===== config.mk =====
export PLATFORM = sky130hd
export DESIGN_NAME = tx_sched
export DESIGN_NICKNAME = d
export VERILOG_FILES = /design/src/rtl/tx_sched_pkg.sv /design/src/rtl/tx_sched_arb.sv /design/src/rtl/tx_sched_slot.sv /design/src/rtl/tx_sched_seq.sv /design/src/rtl/tx_sched.sv
export SDC_FILE = /design/constraint.sdc
export NUM_CORES = 1
export LEC_CHECK = 0
export ABC_AREA = 1
export CAP_MARGIN = 40
export CORE_MARGIN = 2
export CORE_UTILIZATION = 48
export CTS_CLUSTER_SIZE = 14
export DETAILED_ROUTE_END_ITERATION = 6
export PLACE_DENSITY = 0.91
export SYNTH_ARGS = -nofsm -noshare
export SYNTH_HDL_FRONTEND = slang
export SYNTH_SLANG_ARGS = --single-unit

===== constraint.sdc =====
create_clock -name clk -period 4.4 [get_ports clk]
set_input_delay 0.88 -clock clk [delete_from_list [all_inputs] [get_ports clk]]
set_output_delay 0.88 -clock clk [all_outputs]
set_load 0.05 [all_outputs]

===== src/rtl/tx_sched_pkg.sv =====
package tx_sched_pkg;
  typedef enum logic [1:0] {
    S_IDLE  = 2'd0,
    S_OFFER = 2'd1,
    S_BUSY  = 2'd2
  } seq_state_e;
endpackage


===== src/rtl/tx_sched_arb.sv =====
// Combinational winner pick: highest priority, lowest index on ties.
module tx_sched_arb #(
  parameter int N  = 3,
  parameter int PW = 2,
  parameter int IW = 2
) (
  input  logic [N-1:0]    req,
  input  logic [N*PW-1:0] pri,
  output logic            any,
  output logic [IW-1:0]   win
);
  logic [PW-1:0] best_pri;
  logic          found;

  always_comb begin
    win      = '0;
    best_pri = '0;
    found    = 1'b0;
    for (int i = 0; i < N; i++) begin
      if (req[i] && (!found || (pri[i*PW +: PW] > best_pri))) begin
        found    = 1'b1;
        best_pri = pri[i*PW +: PW];
        win      = IW'(i);
      end
    end
    any = |req;
  end
endmodule


===== src/rtl/tx_sched_slot.sv =====
// State of one transmit buffer: request, priority, status and abort mark.
module tx_sched_slot #(
  parameter int PW = 2
) (
  input  logic          clk,
  input  logic          rst,
  input  logic          pri_we,
  input  logic [PW-1:0] pri_wdata,
  input  logic          req_set,
  input  logic          req_clr,
  input  logic          abort_all,
  input  logic          is_active,
  input  logic          res_done,
  input  logic          res_err,
  input  logic          res_lost,
  input  logic          ie,
  input  logic          done_clr,
  output logic          req_q,
  output logic [PW-1:0] pri_q,
  output logic          abt_q,
  output logic          lost_q,
  output logic          err_q,
  output logic          done_q,
  output logic          req_d,
  output logic [PW-1:0] pri_d,
  output logic          kill_d
);
  logic kill_q;
  logic abt_d, lost_d, err_d, done_d;
  logic abort_evt;

  always_comb begin
    abort_evt = req_clr | abort_all;
    req_d  = req_q;
    abt_d  = abt_q;
    lost_d = lost_q;
    err_d  = err_q;
    kill_d = kill_q;
    done_d = done_q & ~done_clr;
    pri_d  = pri_we ? pri_wdata : pri_q;
    if (is_active) begin
      if (res_done) begin
        req_d  = 1'b0;
        kill_d = 1'b0;
        if (ie) done_d = 1'b1;
      end else if (res_err || res_lost) begin
        err_d  = err_q | res_err;
        lost_d = lost_q | res_lost;
        if (kill_q || abort_evt) begin
          req_d = 1'b0;
          abt_d = 1'b1;
        end
        kill_d = 1'b0;
      end else if (abort_evt) begin
        kill_d = 1'b1;
      end
    end else begin
      if (req_set) begin
        req_d  = 1'b1;
        abt_d  = 1'b0;
        lost_d = 1'b0;
        err_d  = 1'b0;
      end
      if (abort_evt && (req_q || req_set)) begin
        req_d = 1'b0;
        abt_d = 1'b1;
      end
    end
  end

  always_ff @(posedge clk) begin
    if (rst) begin
      req_q  <= 1'b0;
      pri_q  <= '0;
      abt_q  <= 1'b0;
      lost_q <= 1'b0;
      err_q  <= 1'b0;
      done_q <= 1'b0;
      kill_q <= 1'b0;
    end else begin
      req_q  <= req_d;
      pri_q  <= pri_d;
      abt_q  <= abt_d;
      lost_q <= lost_d;
      err_q  <= err_d;
      done_q <= done_d;
      kill_q <= kill_d;
    end
  end
endmodule


===== src/rtl/tx_sched_seq.sv =====
// Offer / in-flight sequencer towards the frame transmitter.
module tx_sched_seq
  import tx_sched_pkg::*;
#(
  parameter int IW = 2
) (
  input  logic          clk,
  input  logic          rst,
  input  logic          any_req,
  input  logic [IW-1:0] win,
  input  logic          tx_ack,
  input  logic          res_any,
  output logic          tx_start_q,
  output logic [IW-1:0] tx_idx_q,
  output logic [IW-1:0] act_q,
  output logic          busy,
  output logic          ack_now
);
  seq_state_e state_q;

  assign busy    = (state_q == S_BUSY);
  assign ack_now = (state_q == S_OFFER) && tx_ack;

  always_ff @(posedge clk) begin
    if (rst) begin
      state_q    <= S_IDLE;
      tx_start_q <= 1'b0;
      tx_idx_q   <= '0;
      act_q      <= '0;
    end else begin
      case (state_q)
        S_IDLE: begin
          if (any_req) begin
            state_q    <= S_OFFER;
            tx_start_q <= 1'b1;
            tx_idx_q   <= win;
          end
        end
        S_OFFER: begin
          if (tx_ack) begin
            state_q    <= S_BUSY;
            tx_start_q <= 1'b0;
            act_q      <= tx_idx_q;
          end else if (any_req) begin
            tx_idx_q <= win;
          end else begin
            state_q    <= S_IDLE;
            tx_start_q <= 1'b0;
          end
        end
        S_BUSY: begin
          if (res_any) begin
            if (any_req) begin
              state_q    <= S_OFFER;
              tx_start_q <= 1'b1;
              tx_idx_q   <= win;
            end else begin
              state_q <= S_IDLE;
            end
          end
        end
        default: begin
          state_q    <= S_IDLE;
          tx_start_q <= 1'b0;
        end
      endcase
    end
  end
endmodule


===== src/rtl/tx_sched.sv =====
module tx_sched #(
  parameter int N  = 3,
  parameter int PW = 2,
  parameter int IW = (N > 1) ? $clog2(N) : 1
) (
  input  logic            clk,
  input  logic            rst,
  input  logic [N-1:0]    pri_we,
  input  logic [N*PW-1:0] pri_wdata,
  input  logic [N-1:0]    req_set,
  input  logic [N-1:0]    req_clr,
  input  logic            abort_all_set,
  input  logic [N-1:0]    done_ie,
  input  logic [N-1:0]    done_clr,
  input  logic            tx_ack,
  input  logic            tx_done,
  input  logic            tx_err,
  input  logic            tx_lost,
  output logic            tx_start,
  output logic [IW-1:0]   tx_idx,
  output logic [N-1:0]    req_q,
  output logic [N*PW-1:0] pri_q,
  output logic [N-1:0]    abt_q,
  output logic [N-1:0]    lost_q,
  output logic [N-1:0]    err_q,
  output logic [N-1:0]    done_irq,
  output logic            abort_all_q
);
  logic [N-1:0]    req_d;
  logic [N*PW-1:0] pri_d;
  logic [N-1:0]    kill_d;
  logic [N-1:0]    is_active;
  logic            any_req;
  logic [IW-1:0]   win;
  logic [IW-1:0]   act;
  logic            busy;
  logic            ack_now;
  logic            res_any;

  assign res_any = tx_done | tx_err | tx_lost;

  for (genvar i = 0; i < N; i++) begin : g_slot
    logic sel_act;
    assign sel_act      = busy && (act == IW'(i));
    assign is_active[i] = sel_act || (ack_now && (tx_idx == IW'(i)));

    tx_sched_slot #(.PW(PW)) u_slot (
      .clk       (clk),
      .rst       (rst),
      .pri_we    (pri_we[i]),
      .pri_wdata (pri_wdata[i*PW +: PW]),
      .req_set   (req_set[i]),
      .req_clr   (req_clr[i]),
      .abort_all (abort_all_set),
      .is_active (is_active[i]),
      .res_done  (sel_act && tx_done),
      .res_err   (sel_act && tx_err),
      .res_lost  (sel_act && tx_lost),
      .ie        (done_ie[i]),
      .done_clr  (done_clr[i]),
      .req_q     (req_q[i]),
      .pri_q     (pri_q[i*PW +: PW]),
      .abt_q     (abt_q[i]),
      .lost_q    (lost_q[i]),
      .err_q     (err_q[i]),
      .done_q    (done_irq[i]),
      .req_d     (req_d[i]),
      .pri_d     (pri_d[i*PW +: PW]),
      .kill_d    (kill_d[i])
    );
  end

  tx_sched_arb #(.N(N), .PW(PW), .IW(IW)) u_arb (
    .req (req_d),
    .pri (pri_d),
    .any (any_req),
    .win (win)
  );

  tx_sched_seq #(.IW(IW)) u_seq (
    .clk        (clk),
    .rst        (rst),
    .any_req    (any_req),
    .win        (win),
    .tx_ack     (tx_ack),
    .res_any    (res_any),
    .tx_start_q (tx_start),
    .tx_idx_q   (tx_idx),
    .act_q      (act),
    .busy       (busy),
    .ack_now    (ack_now)
  );

  always_ff @(posedge clk) begin
    if (rst) abort_all_q <= 1'b0;
    else     abort_all_q <= abort_all_set | (abort_all_q & (|kill_d));
  end
endmodule


==> impl_metrics.ini <==
[outcome]
status = completed

[layout]
final_cell_mix = 52 x clkdlybuf4s50_1, 47 x nand2_1, 38 x inv_1
layout_commonest_cell = clkdlybuf4s50_1
area_growth_pct = 26.9
final_nets = 350
antenna_cells = 0
drive_above_1_share_pct = 13.3
nFillCells = 354

[clock_network]
ctsHoldBuffers = 0
cts_tree = built
insertion_delay_ns = 0.28
htree_num_levels = 2
cts_resized = 0
post_cts_buffers = 0
clock-sinks = 32
cts_buffers = 5
clk_pin_slew_ns = 0.06
cts-root-buf = clkbuf_8
cts_buffer_depth = 2

[critical_path]
setup.worst_path.start_class = input port
r2r_slack_ns = 0.98
crit_required_ns = 4.58
path_class = input port to flop
endpoint_kind = flop
path_max_fanout = 7
crit_arrival_ns = 4.22

[pwr]
powerDensity_nw_per_um2 = 274
power_mw = 0.680
leakage_nw = 1.00
ir_worst_vdd_mv = 0.164

[timing]
timing.final.crit_share_pct = 91.8
layout_setup_ws_ns = 0.361
final_max_slew_viol_count = 0
fin_crit_ns = 4.04
rsz0062_at_grt = false
setup_viol = 0
hold_viol = 0
final.setup.tns_ns = 0
relSlewSlack_pct = 39.3
tightestPinTransition_ns = 0.907
fin_worst_skew_ns = 0.00269
max_freq_ghz = 0.248

[yosys]
synth_seq_cells = 32
syn_nets = 309
syn-instance-count = 277
synth_seq_area_share_pct = 32.8
synth.distinct_cells = 27
ys.warnings.count = 0
avgSynthCellArea_um2 = 7.06
synthesis.area_um2 = 1960

[global_routing]
gr-total-overflow = 0
grt_start_max_net_pins = 25
grt_first_pass_wirelength_um = 7540
grt_pass1_vias = 1815
antenna_found_initial = 0
grt_use_total_pct = 21.8

[routing]
routed_wirelength_um = 4320
vias_per_cell = 5.07
routedWlPerCell_um = 11.8
drtIter0Drc = 53
num_vias = 1856
ant_nets = 0
drt_drc_violations_left = 0
dr.pass1.iters = 4

[floorplan]
initial_core_util_pct = 49.2
core_um2 = 3970
die-height_um = 67.8
die_area_um2 = 4600
fp.dieW_um = 67.8
io_pins = 53
rows = 23

[placed_design]
place_congestion = 0.936
port_buffers = 52
dp_hpwl_um = 3390
dp_slack_ns = 0.121

[run]
drv_cap = 0

[min_path]
hp-class = flop to flop
state kept, by name (all words and copies together), names as in the netlist:
register	flops
g_slot.u_slot.err_q	3
g_slot.u_slot.kill_q	3
u_seq.tx_idx_q	2
abort_all_q	1
u_seq.act_q	2
g_slot.u_slot.req_q	3
g_slot.u_slot.done_q	3
g_slot.u_slot.pri_q	6
g_slot.u_slot.abt_q	3
u_seq.state_q	2
u_seq.tx_start_q	1
g_slot.u_slot.lost_q	3
path summary, 6_finish.rpt:
check                    startpoint                endpoint  cells after the start
max                          tx_err       u_seq.tx_idx_q[1]                     22
min          g_slot[1].u_slot.err_q  g_slot[1].u_slot.err_q                      2
max reg2reg        u_seq.state_q[0]       u_seq.tx_idx_q[1]                     23
min reg2reg  g_slot[1].u_slot.err_q  g_slot[1].u_slot.err_q                      2
area by class of cell:
cell class	instances	area [µm²]	area share (%)
Sequential cell	32	641	25.8
Timing Repair Buffer	52	520	21.0
Tap cell	50	62.6	2.52
Clock buffer	5	68.8	2.77
Inverter	41	154	6.20
Multi-Input combinational cell	186	1040	41.7
per-stage QoR:
step                util, %  instances  hold slack (ns)  cell area [µm²]
floorplan                 -        277            0.430             1960
global placement       60.8        361            0.443             2410
detailed placement     60.8        361            0.451             2410
CTS                    62.5        366            0.459             2480
global route           62.5        366            0.466             2480
finish                 62.5        366            0.455             2480
cell families (layout without fill, tap and decap cells):
group	count (synthesis)	count (layout)	share of synthesized area (%)
compound gates	48	48	14.1
fa+ha+maj	4	4	2.56
buf+inv	59	98	14.3
flops	32	32	32.8
mux	4	4	2.05
simple gates	130	130	34.2
where the power goes:
| group | switching (mW) | leakage [nW] | internal [mW] |
|---|---|---|---|
| clock | 0.0978 | 0.0359 | 0.102 |
| combinational | 0.102 | 0.707 | 0.0663 |
| sequential | 0.00982 | 0.261 | 0.302 |
worst max-delay path, cell delays in order:
cell,delay [ns]
clkdlybuf4s50_1,0.46
or2_1,0.35
nand3_1,0.14
nand2_1,0.07
nor2_2,0.12
nor2_4,0.07
or2_1,0.23
ha_1,0.29
inv_1,0.06
nor2_1,0.03
o21ai_0,0.19
a21oi_2,0.09
inv_1,0.11
nand2_1,0.07
o21ai_1,0.09
ha_1,0.27
a21oi_1,0.20
a21oi_1,0.07
a21oi_1,0.21
nand2_1,0.10
nand2_1,0.07
a21oi_1,0.05
per-layer routing:
metal,vias up,share of wire [%],global-route usage [%]
met3,18,5.3,6.09
met5,-,0,0
met1,840,42,25.1
met2,61,49,36.2
met4,0,4.0,12.8
li1,937,-,-
cells in the mapped netlist (all sizes together):
| cell type | number | area (µm²) |
|---|---|---|
| o22ai | 1 | 6.26 |
| o211ai | 2 | 15.0 |
| or2 | 2 | 12.5 |
| nand2 | 59 | 272 |
| nand3 | 19 | 123 |
| buf | 16 | 118 |
| clkbuf | 2 | 7.51 |
| dfxtp | 32 | 641 |
| mux2i | 4 | 40.0 |
| nor2 | 49 | 258 |
| o21ai | 17 | 108 |
| ha | 4 | 50.1 |
| inv | 41 | 154 |
| a21oi | 28 | 148 |
| nor3 | 1 | 5.00 |
No activity file was read; power rests on OpenSTA's default activity.
